[src/rtl/atr_gpio_ctrl.sv]
module atr_gpio_ctrl #(
  parameter int NBANK = 4,
  parameter int WIDTH = 16,
  parameter int DLYW  = 16,
  localparam int BW   = $clog2(NBANK),
  localparam int AW   = BW + 4,
  localparam int SW   = (NBANK > 2) ? $clog2(NBANK / 2) : 1
) (
  input  logic                   clk,
  input  logic                   rst_n,
  input  logic                   wr_en,
  input  logic [AW-1:0]          wr_addr,
  input  logic [2*WIDTH-1:0]     wr_data,
  input  logic [SW-1:0]          rd_sel,
  output logic [2*WIDTH-1:0]     rd_data,
  input  logic                   fifo_ne,
  output logic [NBANK*WIDTH-1:0] pin_out,
  output logic [NBANK*WIDTH-1:0] pin_oe,
  input  logic [NBANK*WIDTH-1:0] pin_in
);

  logic            sync1, ne_s, tx_mode;
  logic [DLYW-1:0] dly_r2t, dly_t2r, cnt;

  wire             is_glb = wr_addr[AW-1];
  wire [BW-1:0]    wbank  = wr_addr[BW+2:3];
  wire [2:0]       wfld   = wr_addr[2:0];
  wire [WIDTH-1:0] wm     = wr_data[2*WIDTH-1:WIDTH];
  wire [WIDTH-1:0] wv     = wr_data[WIDTH-1:0];
  wire [DLYW-1:0]  need   = ne_s ? dly_r2t : dly_t2r;

  always_ff @(posedge clk or negedge rst_n)
    if (!rst_n) begin
      sync1 <= 1'b0;
      ne_s  <= 1'b0;
    end else begin
      sync1 <= fifo_ne;
      ne_s  <= sync1;
    end

  always_ff @(posedge clk or negedge rst_n)
    if (!rst_n) begin
      tx_mode <= 1'b0;
      cnt     <= '0;
    end else if (ne_s == tx_mode) begin
      cnt <= '0;
    end else if (cnt >= need) begin
      tx_mode <= ne_s;
      cnt     <= '0;
    end else begin
      cnt <= cnt + 1'b1;
    end

  always_ff @(posedge clk or negedge rst_n)
    if (!rst_n) begin
      dly_r2t <= '0;
      dly_t2r <= '0;
    end else if (wr_en && is_glb && wr_addr[AW-2:1] == '0) begin
      if (wr_addr[0]) dly_t2r <= wr_data[DLYW-1:0];
      else            dly_r2t <= wr_data[DLYW-1:0];
    end

  for (genvar b = 0; b < NBANK; b++) begin : g_bank
    logic [WIDTH-1:0] r_out, r_oe, r_mask, r_txv, r_rxv;
    wire hit = wr_en && !is_glb && wbank == BW'(b);

    always_ff @(posedge clk or negedge rst_n)
      if (!rst_n) begin
        r_out  <= '0;
        r_oe   <= '0;
        r_mask <= '0;
        r_txv  <= '0;
        r_rxv  <= '0;
      end else if (hit) begin
        case (wfld)
          3'd0:    r_out  <= (r_out  & ~wm) | (wv & wm);
          3'd1:    r_oe   <= (r_oe   & ~wm) | (wv & wm);
          3'd2:    r_mask <= (r_mask & ~wm) | (wv & wm);
          3'd3:    r_txv  <= (r_txv  & ~wm) | (wv & wm);
          3'd4:    r_rxv  <= (r_rxv  & ~wm) | (wv & wm);
          default: ;
        endcase
      end

    assign pin_out[b*WIDTH +: WIDTH] =
      (r_mask & (tx_mode ? r_txv : r_rxv)) | (~r_mask & r_out);
    assign pin_oe[b*WIDTH +: WIDTH] = r_oe;
  end

  always_comb
    rd_data = {pin_in[(2*int'(rd_sel)+1)*WIDTH +: WIDTH],
               pin_in[(2*int'(rd_sel))*WIDTH +: WIDTH]};

endmodule

[config.mk]
export PLATFORM = sky130hd
export DESIGN_NAME = atr_gpio_ctrl
export DESIGN_NICKNAME = d
export VERILOG_FILES = /design/src/rtl/atr_gpio_ctrl.sv
export SDC_FILE = /design/constraint.sdc
export NUM_CORES = 1
export LEC_CHECK = 0
export BUFFER_PORTS_ARGS = -buffer_cell sky130_fd_sc_hd__buf_2
export CAP_MARGIN = 20
export CORE_MARGIN = 1.5
export CORE_UTILIZATION = 37
export CTS_BUF_LIST = sky130_fd_sc_hd__clkbuf_8 sky130_fd_sc_hd__clkbuf_16
export DETAILED_ROUTE_END_ITERATION = 6
export PLACE_DENSITY = 0.61
export SYNTH_ARGS = -nofsm -noshare
export SYNTH_HDL_FRONTEND = slang
export SYNTH_SLANG_ARGS = --single-unit
[constraint.sdc]
create_clock -name clk -period 8 [get_ports clk]
set_clock_uncertainty 0.1 [all_clocks]
set_input_delay 2.4 -clock clk [delete_from_list [all_inputs] [get_ports clk]]
set_output_delay 2.4 -clock clk [all_outputs]
set_load 0.02 [all_outputs]
# Yosys cells after proc, flatten, opt, wreduce, memory -nomap -nowiden
# Index checks and enable logic that the tools add are counted.
totals:
  register_bits: 371
  input_bits: 107
  out_inout_bits: 160
  word_cells: 140
op_classes:
  addsub: 2
  order_cmp: 1
  eq_ne: 8
  shift: 2
  n_mux: 7
  bitwise_logic: 60
  reduce_logical: 34
ops:
  columns: ["operator", "count"]
  rows:
  - ["AND 16 bit", 29]
  - ["bitwise OR 16 bit", 24]
  - ["2-to-1 mux 16 bit", 7]
  - ["NOT 16 bit", 5]
  - ["variable part select 64 x 7 -> 16 bit", 1]
  - ["variable part select 64 x 8 -> 16 bit", 1]
  - ["AND reduction 2 bit", 23]
  - ["adder 16 x 1 -> 16 bit, second input constant", 1]
  - [">= comparator 16 bit", 1]
  - ["logical AND 1 bit", 7]
  - ["equality test 3 x 2 -> 1 bit, second input constant", 2]
  - ["equality test 2 bit, second input constant", 2]
  - ["zero test 4 bit", 1]
  - ["adder 2 x 1 -> 3 bit, second input constant", 1]
  - ["equality test 3 x 1 -> 1 bit, second input constant", 1]
  - ["equality test 3 bit, second input constant", 1]
  - ["zero test 3 bit", 1]
  - ["equality test 2 x 1 -> 1 bit, second input constant", 1]
  - ["zero test 2 bit", 1]
  - ["NOT 1 bit", 2]
  - ["equality test 1 bit", 1]
  - ["zero test 1 bit", 1]

# Longest topological paths before layout
# Gate-level depths: netlist (run 1).
logic_depth:
  depth_word: 4
  ltp_mapped: 10
  depth_no_buf: 7

# Worst setup path after synthesis (run 1)
# Ideal clock, no wire load.
synth_path:
  path_type: "input to output"
  start: "in rd_sel"
  end: "out rd_data[0]"
  t_arrival_ns: 3.344
  required_ns: 5.500
  slack_ns: 2.156
  cell_stages: 3
  path_buffers: 2
  cell_sequence: "clkbuf_1 buf_1 mux2_2"
synth_between:
  elab_chain_len: 1
synth_rtl:
  columns: ["item", "line_no", "text"]
  rows:
  - ["start, declared", "14", "input logic [SW-1:0] rd_sel,"]
  - ["variable part select 64 x 7 -> 16 bit", "92", "pin_in[(2*int'(rd_sel))*WIDTH +: WIDTH]};"]
  - ["end, declared", "15", "output logic [2*WIDTH-1:0] rd_data,"]
# Every way passes these cells.

# Final worst setup path (run 1)
layout_path:
  start: "in rd_sel"
  end: "out rd_data[23]"
layout_between:
  elab_chain_len: 2
layout_rtl:
  columns: ["item", "line_no", "text"]
  rows:
  - ["adder 2 x 1 -> 3 bit", "91", "rd_data = {pin_in[(2*int'(rd_sel)+1)*WIDTH +: WIDTH],"]
  - ["variable part select 64 x 8 -> 16 bit", "91", null]
# Every way passes these cells.

==> impl_metrics.csv, run 1 <==
group,metric,value,unit
outcome,outcome,"finished, final reports clean",
floorplanning,core_area,47600,sq um
floorplanning,die_area,49600,sq um
floorplanning,boundaryPins,267,
placement,io_buffers,266,
grt,grt_pass1_wl,72500,um
placement,place_inst,2305,
power_and_ir_drop,vdd.ir_drop.worst,0.197,mV
power_and_ir_drop,p_leak,0.0103,uW
route,drtIter0Drc,613,
power_and_ir_drop,power_density,240,nW/um^2
sta,drv_slew,0,
sta,fin_ws,1.98,ns
synth,synthCells,1522,
synth,syn_avg_cell_area,11.7,sq um
synth,synth_cell_type_count,38,
route,via_count,12100,
sta,period_minus_slack,6.02,ns
clock_network,cts_resized,0,
worst_setup_path,r2r-end,"cnt[15]",
worst_setup_path,r2r_cells,7,
sta,holdWs,0.252,ns
worst_setup_path,startpoint_type,"input port",
worst_setup_path,crit_path_frequent_cell,"buf_2",
worst_setup_path,cp_cell_sequence,"buf_2, mux2_2, buf_2",
grt,groute.usage.overall,18.9,%
grt,grt_pass1_vias,12600,
min_path,min-delay-start,"sync1",
placement,dp_worst_setup_slack,1.96,ns
clock_network,clk_pin_slew_worst_paths,0.05,ns
sta,finalSetupTns,0,ns
clock_network,clockRootBuffer,"clkbuf_16",
cells_and_area,final_nets,1858,
grt,grt_max_degree,148,
route,drc,0,
min_path,min_to,"ne_s",
floorplanning,die_x,223,um
clock_network,htree_levels,2,
cells_and_area,fin_cells,2384,
worst_setup_path,cpPeakStageDelay,0.54,ns
floorplanning,start_util,37.5,%
route,drt-total-wl,46800,um
worst_setup_path,critical_path_peak_fanout,32,
worst_setup_path,end_kind,"output pin",
sta,setup_viol,0,
route,viasPerCell,5.08,
clock_network,cts_tree,"yes",
clock_network,cts_hold_buf,0,
cells_and_area,fillCellCount,4476,
cells_and_area,syn2layout_area_growth,17.5,%
flow_run,cap_violations,0,
sta,max_slew_margin,33.5,%
worst_setup_path,r2r-start,"ne_s",
cells_and_area,regArea,9290,sq um
synth,syn_nets,1646,
floorplanning,rows,80,
sta,rsz0062_at_grt,"false",
route,wire_per_inst,19.6,um
worst_setup_path,r2r_slack,4.83,ns
min_path,worstHoldPathCells,0,
route,route.antenna.remaining_nets,0,
synth,synth_seq_cells,371,
sta,max_freq,0.166,GHz
min_path,min_path_type,"reg -> reg",
cells_and_area,multi_input_area,8010,sq um
grt,grt.overflow.total,0,
placement,place_congestion,0.764,
sta,worst_pin_slew,0.997,ns
placement,hpwl,31200,um
worst_setup_path,crit_slowest_cell,"buf_2",
synth,synth_area,17800,sq um
worst_setup_path,worstPathArrival,3.52,ns
clock_network,insertion_delay,0.56,ns
sta,finalCritPeriodShare,75.2,%
floorplanning,dieHeight,223,um
clock_network,cts.sinks,371,
worst_setup_path,cp_data_required_time,5.50,ns
clock_network,clk_path_buf_depth,3,
cells_and_area,drive_gt1_share,41.4,%
grt,antenna_found_initial,4,
clock_network,cts_setup_buffers,0,
sta,hold_viol,0,
worst_setup_path,worstSetupPathType,"in -> out",
route,dr.pass1.iters,5,
synth,synth-seq-area-share,52.0,%
synth,yosysWarnings,0,
clock_network,cts_buffers,41,
-- worst max-delay path: cells and delay by family --
family                 cells  cell delay (ns)
buffers and inverters      2             0.70
multiplexers               1             0.41
-- cell families after synthesis --
family | share of synthesized area, %
compound gates | 2.31
xor+xnor | 0.736
fa+ha+maj | 1.19
buf+inv | 3.13
flops | 52.0
mux | 29.0
simple gates | 11.6
-- per-layer routing --
metal | wire length (um) | vias up | GRT usage, %
met3 | 2670 | 59 | 3.65
met5 | 13 | - | 0
met4 | 1080 | 2 | 5.31
li1 | - | 5588 | -
met1 | 20000 | 6105 | 23.6
met2 | 23000 | 364 | 33.2
-- worst max-delay path by stage --
stage                     cells after the start  slack (ns)    from           to
after global placement                        3        2.02  rd_sel  rd_data[23]
after CTS                                     3        1.96  rd_sel  rd_data[24]
after detailed placement                      3        1.96  rd_sel  rd_data[24]
final                                         3        1.98  rd_sel  rd_data[23]
after floorplan                               3        2.16  rd_sel   rd_data[0]
after global routing                          3        1.94  rd_sel   rd_data[9]
-- cell type report --
class / instances / area share, %
Inverter: 5 / 0.0895
Clock inverter: 21 / 1.23
Multi-Input combinational cell: 1044 / 38.2
Sequential cell: 371 / 44.3
Timing Repair Buffer: 271 / 6.73
Clock buffer: 53 / 5.79
Antenna cell: 4 / 0.0477
Tap cell: 615 / 3.67
-- layout by cell type, fill, tap and decap left out, types with 6 or more instances in the layout --
| master | netlist | routed |
|---|---|---|
| bufinv_16 | 0 | 6 |
| buf_2 | 30 | 265 |
| ha_1 | 17 | 17 |
| clkbuf_16 | 0 | 43 |
| xor2_1 | 11 | 11 |
| a21oi_1 | 68 | 68 |
| clkinv_2 | 0 | 6 |
| nor2_2 | 11 | 11 |
| mux2_4 | 10 | 10 |
| nand2_1 | 333 | 333 |
| nand3_1 | 8 | 8 |
| inv_1 | 5 | 11 |
| mux2_2 | 342 | 342 |
| dfrtp_1 | 371 | 370 |
| nor2_1 | 77 | 77 |
| mux2_1 | 34 | 34 |
| clkbuf_8 | 0 | 10 |
| mux2i_1 | 79 | 79 |
| nor2_4 | 20 | 20 |
-- cell usage after synthesis, drive strengths merged --
cell type	instances	area (sq um)
a2111oi	1	27.5
a21o	2	15.0
a21oi	68	340
a31oi	1	6.26
and2b	1	8.76
and3	3	18.8
and4	1	8.76
buf	60	383
clkbuf	42	158
dfrtp	371	9280
ha	17	213
inv	5	18.8
mux2	386	4380
mux2i	79	791
nand2	334	1260
nand3	9	57.6
nand3b	4	55.1
nand4	5	46.3
nor2	108	583
nor2b	2	12.5
nor3	4	20.0
o211a	1	10.0
o21ai	1	5.00
o311ai	1	8.76
or2	1	6.26
xnor2	4	35.0
xor2	11	96.3
-- metrics by stage --
| stage | utilization, % | instance area, sq um | power (uW) |
|---|---|---|---|
| 3_5_place_dp | 40.9 | 19500 | 3060 |
| 6_report | 44.0 | 21000 | 5040 |
| 2_1_floorplan | - | 17800 | 2750 |
| 5_1_grt | 44.0 | 21000 | 5250 |
| 4_1_cts | 43.9 | 20900 | 5110 |
| 3_3_place_gp | 40.9 | 19500 | 3030 |
-- report_power, final --
group / internal [uW] / switching, uW / total [uW]
Clock: 1260 / 767 / 2030
Combinational: 353 / 483 / 835
Sequential: 2040 / 136 / 2180
Note: power is estimated with default switching activity, not from simulation.
==> run 2: changes to the inputs <==
--- a/config.mk
+++ b/config.mk
@@ -11,7 +11,7 @@
 export CORE_UTILIZATION = 37
 export CTS_BUF_LIST = sky130_fd_sc_hd__clkbuf_8 sky130_fd_sc_hd__clkbuf_16
 export DETAILED_ROUTE_END_ITERATION = 6
-export PLACE_DENSITY = 0.61
+export PLACE_DENSITY = 0.63
 export SYNTH_ARGS = -nofsm -noshare
 export SYNTH_HDL_FRONTEND = slang
 export SYNTH_SLANG_ARGS = --single-unit
==> constraint.sdc (replaced) <==
create_clock -name clk -period 5 [get_ports clk]
set_clock_uncertainty 0.1 [all_clocks]
set_input_delay 1.5 -clock clk [delete_from_list [all_inputs] [get_ports clk]]
set_output_delay 1.5 -clock clk [all_outputs]
set_load 0.02 [all_outputs]
==> run 2 against run 1 <==
Cell count increased by 0.29%; hold slack improved by 0.0045 ns; global-route usage up 0.057 points; sequential power increased by 59%; register-to-register slack lost 2.6 ns; utilization decreased by 0.10 points; critical path depth unchanged; via count rose by 0.46%; critical endpoint is now rd_data[20]; clock power grew 49%; critical path type unchanged; first-iteration DRC count increased by 5.9%.
==> impl_metrics.csv, run 2 (synthesized netlist as in run 1, its figures left out) <==
group,metric,value,unit
outcome,outcome,"finished, final reports clean",
sta,max_freq,0.236,GHz
placement,hpwl,31600,um
worst_setup_path,startpoint,"rd_sel",
grt,grt_pass1_vias,12700,
sta,worst_pin_slew,1.13,ns
power_and_ir_drop,vdd.ir_drop.worst,0.226,mV
power_and_ir_drop,p_leak,0.0103,uW
worst_setup_path,end_kind,"output pin",
worst_setup_path,r2r-start,"ne_s",
worst_setup_path,r2r_slack,2.22,ns
floorplanning,die_area,49600,sq um
floorplanning,boundaryPins,267,
placement,place_inst,2312,
clock_network,clockRootBuffer,"clkbuf_16",
floorplanning,start_util,37.5,%
route,routed-wl-met2,22800,um
route,via_count,12200,
worst_setup_path,startpoint_type,"input port",
power_and_ir_drop,power_density,375,nW/um^2
clock_network,cts_buffers,41,
placement,dp_worst_setup_slack,0.756,ns
clock_network,clk_path_buf_depth,3,
floorplanning,rows,80,
placement,io_buffers,266,
grt,groute.usage.overall,19.0,%
clock_network,cts_resized,0,
worst_setup_path,worstPathArrival,2.64,ns
sta,max_slew_margin,24.6,%
cells_and_area,final_common_cell,"dfrtp_1",
sta,drv_slew,0,
sta,hold_viol,0,
floorplanning,die_x,223,um
clock_network,clk_pin_slew_worst_paths,0.06,ns
route,top_layer,"met4",
clock_network,htree_levels,2,
clock_network,insertion_delay,0.57,ns
floorplanning,dieHeight,223,um
placement,place_congestion,0.797,
route,dr.pass1.iters,7,
sta,finalCritPeriodShare,84.7,%
cells_and_area,layout_common_cells,"370 x dfrtp_1, 342 x mux2_2, 333 x nand2_1",
route,drtIter0Drc,649,
route,drt-met1-wl,20500,um
route,drt-total-wl,47100,um
worst_setup_path,setup.worst_path.end,"rd_data[20]",
grt,grt.overflow.total,0,
route,drc,0,
clock_network,cts_hold_buf,0,
flow_run,cap_violations,0,
clock_network,cts_setup_buffers,0,
route,wire_per_inst,19.7,um
sta,holdWs,0.257,ns
worst_setup_path,cp_data_required_time,3.40,ns
clock_network,cts_tree,"yes",
route,viasPerCell,5.09,
power_and_ir_drop,total_power,7850,uW
route,route.antenna.remaining_nets,0,
sta,setup_viol,0,
route,routed-wl-met3,2520,um
worst_setup_path,critical_path_peak_fanout,32,
worst_setup_path,r2r_cells,8,
worst_setup_path,worstSetupPathType,"in -> out",
sta,period_minus_slack,4.24,ns
grt,antenna_found_initial,5,
cells_and_area,syn2layout_area_growth,17.2,%
sta,rsz0062_at_grt,"false",
min_path,min_path_type,"reg -> reg",
floorplanning,core_area,47600,sq um
clock_network,cts.sinks,371,
grt,grt_max_degree,123,
grt,grt_pass1_wl,72200,um
sta,finalSetupTns,0,ns
sta,fin_ws,0.765,ns
cells_and_area,fin_cells,2391,
cells_and_area,drive_gt1_share,41.4,%
cells_and_area,final_nets,1864,
worst_setup_path,r2r-end,"cnt[5]",
run 2: per-stage QoR:
stage / util, % / cell area [sq um]
finish: 43.9 / 20900
global route: 43.9 / 20900
CTS: 43.9 / 20900
detailed placement: 41.0 / 19600
global placement: 41.0 / 19600
floorplan: - / 17800
run 2: worst min-delay path by stage:
stage,to,cells past startpoint,start
floorplan,ne_s,0,sync1
global placement,ne_s,0,sync1
detailed placement,ne_s,0,sync1
CTS,ne_s,0,sync1
global route,ne_s,0,sync1
finish,ne_s,0,sync1
run 2: power by group:
| group | switching, uW | total (uW) | internal, uW |
|---|---|---|---|
| registers | 207 | 3470 | 3260 |
| logic | 789 | 1370 | 577 |
| clock network | 1220 | 3020 | 1790 |
run 2: critical path, stage by stage:
cell	delay, ns
buf_2	0.55
mux2_2	0.41
buf_2	0.16
run 2: layer usage:
layer,vias up,track usage [%]
li1,5610,-
met1,6120,23.8
met2,382,32.3
met3,62,3.25
met4,0,7.61
met5,-,0
run 2: final cells by class:
class / count / area, sq um
clock inverters: 23 / 161
diodes: 4 / 10.0
inverters: 5 / 18.8
repair buffers: 277 / 1470
well taps: 615 / 769
clock buffers: 52 / 1200
multi-input cells: 1044 / 8010
fillers: 4368 / 26700
flip-flops and latches: 371 / 9290
